--- src/rtl/sport_pkg.sv ---
package sport_pkg;

    typedef enum logic [1:0] {
        FRM_SHORT_A = 2'b00,
        FRM_SHORT_B = 2'b01,
        FRM_LONG_A  = 2'b10,
        FRM_LONG_B  = 2'b11
    } frame_mode_e;

    typedef enum logic {
        RX_IDLE = 1'b0,
        RX_BUSY = 1'b1
    } rx_state_e;

    typedef struct packed {
        logic ninth;
        logic stop_ok;
    } rx_tail_t;

    function automatic logic is_long(input logic [1:0] mode);
        return mode[1];
    endfunction

    function automatic logic vote3(input logic a, input logic b, input logic c);
        return (a & b) | (a & c) | (b & c);
    endfunction

endpackage

--- src/rtl/sport_sync.sv ---
module sport_sync #(
    parameter int   STAGES  = 2,
    parameter logic RST_VAL = 1'b1
) (
    input  logic clk,
    input  logic rst,
    input  logic d,
    output logic q
);

    logic [STAGES-1:0] chain;

    generate
        if (STAGES == 1) begin : g_single
            always_ff @(posedge clk) begin
                if (rst) chain <= RST_VAL;
                else     chain <= d;
            end
        end else begin : g_multi
            always_ff @(posedge clk) begin
                if (rst) chain <= {STAGES{RST_VAL}};
                else     chain <= {chain[STAGES-2:0], d};
            end
        end
    endgenerate

    assign q = chain[STAGES-1];

endmodule

--- src/rtl/sport_rx.sv ---
module sport_rx
    import sport_pkg::*;
#(
    parameter int DATA_W = 8,
    parameter int OVS    = 16
) (
    input  logic              clk,
    input  logic              rst,
    input  logic              tick,
    input  logic              rxd,
    input  logic              en,
    input  logic              long_fr,
    output logic              done,
    output logic [DATA_W-1:0] data,
    output rx_tail_t          tail
);

    localparam int CW  = $clog2(OVS);
    localparam int BW  = $clog2(DATA_W + 4);
    localparam int MID = OVS / 2;
    localparam logic [CW-1:0] S_A   = CW'(MID - 1);
    localparam logic [CW-1:0] S_B   = CW'(MID);
    localparam logic [CW-1:0] S_C   = CW'(MID + 1);
    localparam logic [CW-1:0] C_TOP = CW'(OVS - 1);
    localparam logic [BW-1:0] IDX_NINE  = BW'(DATA_W + 1);
    localparam logic [BW-1:0] IDX_LONG  = BW'(DATA_W + 2);
    localparam logic [BW-1:0] IDX_SHORT = BW'(DATA_W + 1);

    rx_state_e         state;
    logic              last_s;
    logic [CW-1:0]     cnt;
    logic [BW-1:0]     idx;
    logic [BW-1:0]     idx_last;
    logic [DATA_W-1:0] shreg;
    logic              ninth_q;
    logic              smp_a;
    logic              smp_b;
    logic              voted;
    logic              falling;

    always_comb begin
        voted    = vote3(smp_a, smp_b, rxd);
        idx_last = long_fr ? IDX_LONG : IDX_SHORT;
        falling  = tick && en && last_s && !rxd;
    end

    always_ff @(posedge clk) begin
        if (rst) begin
            state   <= RX_IDLE;
            last_s  <= 1'b1;
            cnt     <= '0;
            idx     <= '0;
            shreg   <= '0;
            ninth_q <= 1'b0;
            smp_a   <= 1'b1;
            smp_b   <= 1'b1;
            done    <= 1'b0;
            data    <= '0;
            tail    <= '0;
        end else begin
            done <= 1'b0;
            if (tick) last_s <= rxd;
            unique case (state)
                RX_IDLE: begin
                    if (falling) begin
                        state <= RX_BUSY;
                        cnt   <= CW'(1);
                        idx   <= '0;
                    end
                end
                RX_BUSY: begin
                    if (!en) begin
                        state <= RX_IDLE;
                    end else if (tick) begin
                        cnt <= (cnt == C_TOP) ? '0 : cnt + 1'b1;
                        if (cnt == S_A) smp_a <= rxd;
                        if (cnt == S_B) smp_b <= rxd;
                        if (cnt == S_C) begin
                            idx <= idx + 1'b1;
                            if (idx == '0) begin
                                if (voted) state <= RX_IDLE;
                            end else if (idx == idx_last) begin
                                done         <= 1'b1;
                                data         <= shreg;
                                tail.stop_ok <= voted;
                                tail.ninth   <= long_fr ? ninth_q : voted;
                                state        <= RX_IDLE;
                            end else if (idx == IDX_NINE) begin
                                ninth_q <= voted;
                            end else begin
                                shreg <= {voted, shreg[DATA_W-1:1]};
                            end
                        end
                    end
                end
                default: state <= RX_IDLE;
            endcase
        end
    end

    AST_DONE_ONE_CYCLE: assert property (@(posedge clk) disable iff (rst)
        done |=> !done) else $error("receive completion longer than one cycle");

    AST_IDLE_AFTER_DONE: assert property (@(posedge clk) disable iff (rst)
        done |-> state == RX_IDLE) else $error("receiver still busy after completion");

endmodule

--- src/rtl/sport_tx.sv ---
module sport_tx #(
    parameter int DATA_W = 8,
    parameter int OVS    = 16
) (
    input  logic              clk,
    input  logic              rst,
    input  logic              tick,
    input  logic              long_fr,
    input  logic              wr,
    input  logic [DATA_W-1:0] wdata,
    input  logic              wninth,
    output logic              txd,
    output logic              stop_go
);

    localparam int FW = DATA_W + 3;
    localparam int CW = $clog2(OVS);
    localparam int NW = $clog2(FW + 1);
    localparam logic [CW-1:0] C_TOP   = CW'(OVS - 1);
    localparam logic [NW-1:0] N_LONG  = NW'(DATA_W + 3);
    localparam logic [NW-1:0] N_SHORT = NW'(DATA_W + 2);

    logic [CW-1:0] div;
    logic [FW-1:0] sh;
    logic [NW-1:0] left;
    logic          busy;
    logic          bound;

    always_comb bound = tick && (div == C_TOP);

    always_ff @(posedge clk) begin
        if (rst) begin
            div     <= '0;
            sh      <= '1;
            left    <= '0;
            busy    <= 1'b0;
            txd     <= 1'b1;
            stop_go <= 1'b0;
        end else begin
            stop_go <= 1'b0;
            if (tick) div <= (div == C_TOP) ? '0 : div + 1'b1;
            if (!busy) begin
                if (wr) begin
                    busy <= 1'b1;
                    sh   <= {1'b1, (long_fr ? wninth : 1'b1), wdata, 1'b0};
                    left <= long_fr ? N_LONG : N_SHORT;
                end
            end else if (bound) begin
                if (left != '0) begin
                    txd  <= sh[0];
                    sh   <= {1'b1, sh[FW-1:1]};
                    left <= left - 1'b1;
                    if (left == NW'(1)) stop_go <= 1'b1;
                end else begin
                    busy <= 1'b0;
                end
            end
        end
    end

    AST_TXD_IDLE_HIGH: assert property (@(posedge clk) disable iff (rst)
        !busy |-> txd) else $error("line not high while idle");

    AST_STOP_IS_HIGH: assert property (@(posedge clk) disable iff (rst)
        stop_go |-> txd) else $error("stop bit driven low");

    AST_BUSY_WRITE_KEEPS: assert property (@(posedge clk) disable iff (rst)
        busy && !bound |=> $stable(sh)) else $error("frame changed between boundaries");

endmodule

--- src/rtl/serial_port_core.sv ---
module serial_port_core
    import sport_pkg::*;
#(
    parameter int DATA_W = 8,
    parameter int OVS    = 16,
    parameter int SYNC_N = 2
) (
    input  logic              clk,
    input  logic              rst,
    input  logic              baud_tick_i,
    input  logic [1:0]        mode_i,
    input  logic              rx_en_i,
    input  logic              mp_en_i,
    input  logic              tx_wr_i,
    input  logic [DATA_W-1:0] tx_data_i,
    input  logic              tx_bit9_i,
    input  logic              rx_flag_clr_i,
    input  logic              tx_flag_clr_i,
    input  logic              ferr_clr_i,
    input  logic              rxd_i,
    output logic              txd_o,
    output logic [DATA_W-1:0] rx_data_o,
    output logic              rx_bit9_o,
    output logic              rx_flag_o,
    output logic              tx_flag_o,
    output logic              ferr_o
);

    logic              long_fr;
    logic              rxd_s;
    logic              rx_done;
    logic [DATA_W-1:0] rx_word;
    rx_tail_t          rx_tail;
    logic              accept;
    logic              tx_stop_go;

    always_comb begin
        long_fr = is_long(mode_i);
        accept  = rx_done && !rx_flag_o && (!mp_en_i || rx_tail.ninth);
    end

    sport_sync #(.STAGES(SYNC_N), .RST_VAL(1'b1)) u_sync (
        .clk (clk),
        .rst (rst),
        .d   (rxd_i),
        .q   (rxd_s)
    );

    sport_rx #(.DATA_W(DATA_W), .OVS(OVS)) u_rx (
        .clk     (clk),
        .rst     (rst),
        .tick    (baud_tick_i),
        .rxd     (rxd_s),
        .en      (rx_en_i),
        .long_fr (long_fr),
        .done    (rx_done),
        .data    (rx_word),
        .tail    (rx_tail)
    );

    sport_tx #(.DATA_W(DATA_W), .OVS(OVS)) u_tx (
        .clk     (clk),
        .rst     (rst),
        .tick    (baud_tick_i),
        .long_fr (long_fr),
        .wr      (tx_wr_i),
        .wdata   (tx_data_i),
        .wninth  (tx_bit9_i),
        .txd     (txd_o),
        .stop_go (tx_stop_go)
    );

    always_ff @(posedge clk) begin
        if (rst) begin
            rx_data_o <= '0;
            rx_bit9_o <= 1'b0;
            rx_flag_o <= 1'b0;
            tx_flag_o <= 1'b0;
            ferr_o    <= 1'b0;
        end else begin
            if (accept) begin
                rx_data_o <= rx_word;
                rx_bit9_o <= rx_tail.ninth;
                rx_flag_o <= 1'b1;
            end else if (rx_flag_clr_i) begin
                rx_flag_o <= 1'b0;
            end
            if (rx_done && !rx_tail.stop_ok) ferr_o <= 1'b1;
            else if (ferr_clr_i)             ferr_o <= 1'b0;
            if (tx_stop_go)         tx_flag_o <= 1'b1;
            else if (tx_flag_clr_i) tx_flag_o <= 1'b0;
        end
    end

    AST_RXF_STICKY: assert property (@(posedge clk) disable iff (rst)
        rx_flag_o && !rx_flag_clr_i |=> rx_flag_o) else $error("receive flag dropped");

    AST_TXF_STICKY: assert property (@(posedge clk) disable iff (rst)
        tx_flag_o && !tx_flag_clr_i |=> tx_flag_o) else $error("transmit flag dropped");

    AST_FERR_STICKY: assert property (@(posedge clk) disable iff (rst)
        ferr_o && !ferr_clr_i |=> ferr_o) else $error("framing flag dropped");

    AST_OVERRUN_HOLD: assert property (@(posedge clk) disable iff (rst)
        rx_flag_o |=> $stable(rx_data_o) && $stable(rx_bit9_o)) else $error("unread data overwritten");

    AST_DATA_WITH_FLAG: assert property (@(posedge clk) disable iff (rst)
        !$stable(rx_data_o) |-> rx_flag_o && !$past(rx_flag_o)) else $error("data moved without flag rise");

    AST_MP_FILTER: assert property (@(posedge clk) disable iff (rst)
        $rose(rx_flag_o) && $past(mp_en_i) |-> rx_bit9_o) else $error("filtered frame accepted");

endmodule

--- config.mk ---
export PLATFORM = sky130hd
export DESIGN_NAME = serial_port_core
export DESIGN_NICKNAME = d
export VERILOG_FILES = /design/src/rtl/sport_pkg.sv /design/src/rtl/sport_sync.sv /design/src/rtl/sport_rx.sv /design/src/rtl/sport_tx.sv /design/src/rtl/serial_port_core.sv
export SDC_FILE = /design/constraint.sdc
export NUM_CORES = 1
export LEC_CHECK = 0
export BUFFER_PORTS_ARGS = -buffer_cell sky130_fd_sc_hd__buf_2
export CAP_MARGIN = 30
export CORE_MARGIN = 5
export CORE_UTILIZATION = 55
export CTS_BUF_LIST = sky130_fd_sc_hd__clkbuf_4 sky130_fd_sc_hd__clkbuf_8 sky130_fd_sc_hd__clkbuf_16
export DETAILED_ROUTE_END_ITERATION = 10
export GPL_TIMING_DRIVEN = 0
export PLACE_DENSITY = 0.86
export SYNTH_ARGS = -nofsm -noshare
export SYNTH_HDL_FRONTEND = slang
export SYNTH_SLANG_ARGS = --single-unit
--- constraint.sdc ---
create_clock -name clk -period 1.9 [get_ports clk]
set_input_delay 0.57 -clock clk [delete_from_list [all_inputs] [get_ports clk]]
set_output_delay 0.57 -clock clk [all_outputs]
set_load 0.005 [all_outputs]
### Yosys cells after proc, flatten, opt, wreduce, memory -nomap -nowiden

Cells that the tools add are included.

| storage, ports and cells | value |
|---|---|
| bits in registers | 68 |
| input port bits | 21 |
| logic and storage cells | 129 |

| cells by class | value |
|---|---|
| $add $sub $neg | 4 |
| eq/ne operators | 14 |
| mux-type cells | 43 |
| bitwise operators | 15 |
| reduce and logical (&&, ||, !) cells | 29 |

Operators by type and width:

| kind | count |
|---|---|
| $mux 4 | 13 |
| $mux 11 | 4 |
| $mux 1 | 22 |
| $eq 4x4->1 const B | 5 |
| $pmux 4 s2 | 2 |
| $reduce_and 7->1 | 2 |
| $add 4x1->4 const B | 3 |
| $reduce_and 4->1 | 3 |
| $ne 2x2->1 const B | 5 |
| $not 1->1 | 10 |
| $reduce_and 3->1 | 3 |
| $reduce_bool 2->1 | 4 |
| $logic_and 1x1->1 | 7 |
| $reduce_and 6->1 | 1 |
| $reduce_or 6->1 | 1 |
| $eq 4x1->1 const B | 1 |
| $eq 4x3->1 const B | 1 |
| $eq 4x4->1 | 1 |
| $logic_not 1->1 | 4 |
| $logic_not 4->1 | 1 |
| $reduce_bool 4->1 | 1 |
| $reduce_or 4->1 | 1 |
| $sub 4x1->4 const B | 1 |
| $and 1x1->1 | 3 |
| other kinds (5) | 6 |

### Depth between registers and ports, before layout

| depth | value |
|---|---|
| depth after elaboration | 9 |
| gate-level depth with buffers | 7 |
| depth with buffers taken out | 6 |

### Modules after synthesis

A second synthesis with hierarchy kept.

| unflattened totals | value |
|---|---|
| cell total of the unflattened synthesis | 340 |
| area, all modules | 3206.8 um2 |

Modules (own cells, without submodules):

| module | instances | cells each | area an instance (um2) | seq. area each (um2) |
|---|---|---|---|---|
| sport_rx | 1 | 153 | 1491.4 | 640.6 |
| sport_tx | 1 | 130 | 1133.6 | 420.4 |
| serial_port_core | 1 | 53 | 529.3 | 240.2 |
| sport_sync | 1 | 4 | 52.6 | 40.0 |

### Worst setup path after synthesis

Ideal clock, no wire load.

| timing | value |
|---|---|
| path type | input-to-reg |
| from | input mode_i[1] |
| to | register u_rx.data[0] |
| setup time | 0.119 ns |
| arrival | 1.546 ns |
| required time | 1.781 ns |
| slack | 0.234 ns |
| stages on the path | 5 |
| path buffers | 1 |
| cells stage by stage | or3b_4 a21o_2 buf_4 o21ai_0 a21oi_1 |

| on the way | value |
|---|---|
| longest elaborated chain between the ends | 3 |

Ends and longest elaborated chain:

| what | RTL line | text |
|---|---|---|
| start, declared | serial_port_core.sv:11 | `input logic [1:0] mode_i,` |
| $mux 2 | sport_rx.sv:43 | `idx_last = long_fr ? IDX_LONG : IDX_SHORT;` |
| $eq 4x4->1 | sport_rx.sv:82 | `end else if (idx == idx_last) begin` |
| $reduce_and 6->1 (no line) | -- |  |
| end signal, assigned | sport_rx.sv:84 | `data <= shreg;` |
| end, declared | sport_rx.sv:14 | `output logic [DATA_W-1:0] data,` |

No other way between the ends.
A chain may end at the register's enable or synchronous reset.

### Worst setup path after layout

| timing | value |
|---|---|
| from | register u_tx.left[0] |
| to | register u_tx.left[0] |

| on the way | value |
|---|---|
| longest elaborated chain between the ends | 4 |
| elaborated cells on any way between the ends | 7 |

Ends and longest elaborated chain:

| what | RTL line | text |
|---|---|---|
| start, declared | sport_tx.sv:25 | `logic [NW-1:0] left;` |
| start signal, assigned | sport_tx.sv:46 | `left <= long_fr ? N_LONG : N_SHORT;` |
| start signal, assigned | sport_tx.sv:52 | `left <= left - 1'b1;` |
| $sub 4x1->4 | sport_tx.sv:52 |  |
| $mux 4 | sport_tx.sv:49 | `if (left != '0) begin` |
| $mux 4 | sport_tx.sv:48 | `end else if (bound) begin` |
| $mux 4 | sport_tx.sv:42 | `if (!busy) begin` |

Parallel ways exist; a longest one is shown, timed or not. The select of a mux whose other input is x is not followed.

==> results.sh <==
export IMPL_status="finished clean"
export IMPL_clockBufferDepth=2
export IMPL_worst_ir_drop_vdd_mv=0.397
export IMPL_core_um2=5440
export IMPL_worstMarginPinSlew_ns=0.540
export IMPL_setup_tns_ns=0
export IMPL_drv_slew=0
export IMPL_cts_tree="built"
export IMPL_yosysSeqAreaShare_pct=44.2
export IMPL_clk_pin_slew_ns=0.07
export IMPL_power_frac_seq_pct=53.2
export IMPL_fin_crit_ns=1.74
export IMPL_p_int_mw=2.08
export IMPL_dpl_cell_area_um2=3280
export IMPL_die_w_um=84.2
export IMPL_setup_viol=0
export IMPL_routed_via_density=5.46
export IMPL_cts_sinks=67
export IMPL_insertion_delay_ns=0.35
export IMPL_synth_seq_cells=67
export IMPL_fin_crit_sh_pct=91.6
export IMPL_maxSlewHeadroom_pct=64.0
export IMPL_grt_remaining_overflow=0
export IMPL_swShare_pct=24.2
export IMPL_h_tree_depth=3
export IMPL_grt_usage_pct=18.6
export IMPL_cp_end_kind="flip-flop"
export IMPL_hold_viol_final=0
export IMPL_clkPwrFrac_pct=39.4
export IMPL_syn_avg_cell_area_um2=9.39
export IMPL_grt_pass1_wl_mm=10.7
export IMPL_fillers=430
export IMPL_maxCapViolCount=0
export IMPL_yosysUniqueCellTypes=47
export IMPL_regArea_um2=1340
export IMPL_power_frac_comb_pct=7.4
export IMPL_stdcell_area_um2=3480
export IMPL_routed_wl_mm=6.23
export IMPL_max_freq_mhz=575
export IMPL_rsz0062_at_grt="false"
export IMPL_multi_input_area_um2=1540
export IMPL_start_kind="flip-flop"
export IMPL_layout_nets=397
export IMPL_crit_fanout=10
export IMPL_ant_nets=0
export IMPL_drtIter0Drc=158
export IMPL_die_area_um2=7100
export IMPL_synthToLayoutAreaGrowth_pct=14.8
export IMPL_switchingPower_mw=0.665
export IMPL_drc=0
export IMPL_r2r_slack_ns=0.16
export IMPL_hold_buffers=0
export IMPL_cts_made_buffers=9
export IMPL_wl_per_cell_um=14.1
export IMPL_grt_max_degree=12
export IMPL_ios=34
export IMPL_power_density_nw_per_um2=790
export IMPL_fin_skew_ns=0.0102
export IMPL_cp_required_ns=2.19
export IMPL_vias=2418
export IMPL_drt_first_pass_iters=4
export IMPL_synth_area_um2=3030
export IMPL_rows=27
export IMPL_worst_setup_path_type="reg2reg"
export IMPL_antenna_found_initial=0
export IMPL_dieHeight_um=84.2
export IMPL_grt_pass1_vias=2340
export IMPL_root_buffer="clkbuf_8"
export IMPL_p_leak_nw=1.40
export IMPL_arrival_ns=2.03
export IMPL_yosys_warnings=0
export IMPL_power_mw=2.75
export IMPL_port_buffers=32
export IMPL_drive_gt1_share_pct=19.7
export IMPL_antenna_cells=0
export IMPL_start_util_pct=55.7
export IMPL_finalWeightedCongestion=0.886
export IMPL_hold_class="in2reg"
export IMPL_netlist_instances=323
export IMPL_dpl_hpwl_mm=4.51
export IMPL_syn_num_nets=354
[path summary, 6_finish.rpt]
check,cells after the start,end,start
setup / recovery,7,u_tx.left[0]$_SDFFE_PP0P_,u_tx.left[0]$_SDFFE_PP0P_
hold / removal,2,u_sync.chain[0]$_SDFF_PP1_,rxd_i
setup reg to reg,7,u_tx.left[0]$_SDFFE_PP0P_,u_tx.left[0]$_SDFFE_PP0P_
hold reg to reg,1,u_sync.chain[1]$_SDFF_PP1_,u_sync.chain[0]$_SDFF_PP1_
[synthesized netlist by cell type, drive strengths merged]
library cell | n | area, um2
buf | 12 | 96.3
or3b | 2 | 20.0
o21bai | 9 | 67.6
and3 | 1 | 6.26
nand3b | 2 | 15.0
and2 | 8 | 50.1
maj3 | 1 | 10.0
a31oi | 1 | 12.5
o211ai | 2 | 20.0
a21oi | 22 | 110
and4b | 1 | 10.0
ha | 10 | 125
and4 | 2 | 17.5
inv | 12 | 45.0
o31ai | 1 | 12.5
a311oi | 4 | 35.0
a21o | 1 | 8.76
a211oi | 11 | 82.6
nand4b | 1 | 8.76
nor3b | 3 | 22.5
clkbuf | 5 | 18.8
mux2i | 23 | 230
a221o | 1 | 10.0
nand3 | 11 | 55.1
nand2b | 19 | 119
a211o | 1 | 8.76
xnor2 | 2 | 17.5
dfxtp | 67 | 1340
nand2 | 17 | 66.3
or2 | 3 | 18.8
a2111oi | 1 | 27.5
o211a | 1 | 10.0
nor3 | 10 | 50.1
nor2b | 3 | 18.8
and3b | 1 | 8.76
xor2 | 4 | 35.0
nor2 | 28 | 105
or3 | 1 | 6.26
nor4 | 1 | 12.5
nand4 | 5 | 31.3
o21ai | 13 | 65.1
[worst max-delay path, cell delays in order (launching register included)]
cell and delay [ns]:
dfxtp_1 0.34, inv_1 0.10, ha_1 0.17, or3b_1 0.42
a31oi_4 0.25, buf_6 0.17, o21ai_0 0.09, a21oi_1 0.14
[cell type report]
cell class	instances	share of cell area [%]
clock inverter	4	0.719
inverter	12	1.29
timing repair buffer	32	4.60
clock buffer	12	4.57
tap	72	2.59
sequential	67	38.5
multi-input combinational	227	44.3
buffer	17	3.41
[kinds of logic after synthesis]
| group | count (synthesis) | share of synthesized area [%] |
|---|---|---|
| AO/OA/AOI/OAI | 68 | 15.5 |
| XOR/XNOR | 6 | 1.73 |
| buffers and inverters | 29 | 5.28 |
| flip-flops | 67 | 44.2 |
| AND/OR/NAND/NOR | 119 | 21.2 |
| multiplexers | 23 | 7.59 |
| adder cells (fa/ha/maj) | 11 | 4.46 |
[layer usage]
layer	routed length [um]	vias up	GRT usage, %
li1	-	1223	-
met1	2780	1148	22.8
met2	3010	36	30.9
met3	343	11	5.69
met5	0	-	0
met4	104	0	6.87
[flip-flops by register name, summed over array words and instances (netlist names), 2 cells and up]
signal	cells
u_tx.sh	10
u_rx.tail	2
u_tx.div	4
u_sync.chain	2
u_rx.data	8
u_tx.left	4
rx_data_o	8
u_rx.idx	4
u_rx.cnt	4
u_rx.shreg	8
[stage by stage]
stage / utilization, % / hold slack (ns) / instances / setup slack, ns
after floorplan: - / 0.389 / 323 / 0.234
after global placement: 60.3 / 0.394 / 427 / -0.0619
after detailed placement: 60.3 / 0.402 / 427 / -0.0902
after CTS: 63.7 / 0.397 / 443 / 0.113
after global routing: 64.0 / 0.417 / 443 / 0.0128
final: 64.0 / 0.406 / 443 / 0.160
[power by group through the flow]
stage	combinational, mW	sequential, mW	clock, mW
after global placement	0.192	1.49	0
after global routing	0.227	1.47	1.17
final	0.204	1.46	1.08
after CTS	0.200	1.46	1.10
after floorplan	0.141	1.49	0
after detailed placement	0.198	1.49	0
[repair_timing]
action | in CTS | in global routing
endpoints found under the setup margin | 0 | 2
buffers inserted | 0 | 0
resized for setup | 0 | 3
[cells in the final DEF, fill, tap and decap left out, types with 13 or more instances in the layout]
master    count
dfxtp_1      67
buf_2        34
nor2_1       27
mux2i_1      23
a21oi_1      22
nand2b_1     19
nand2_1      16
o21ai_0      13
No activity file was read; power rests on OpenSTA's default activity.
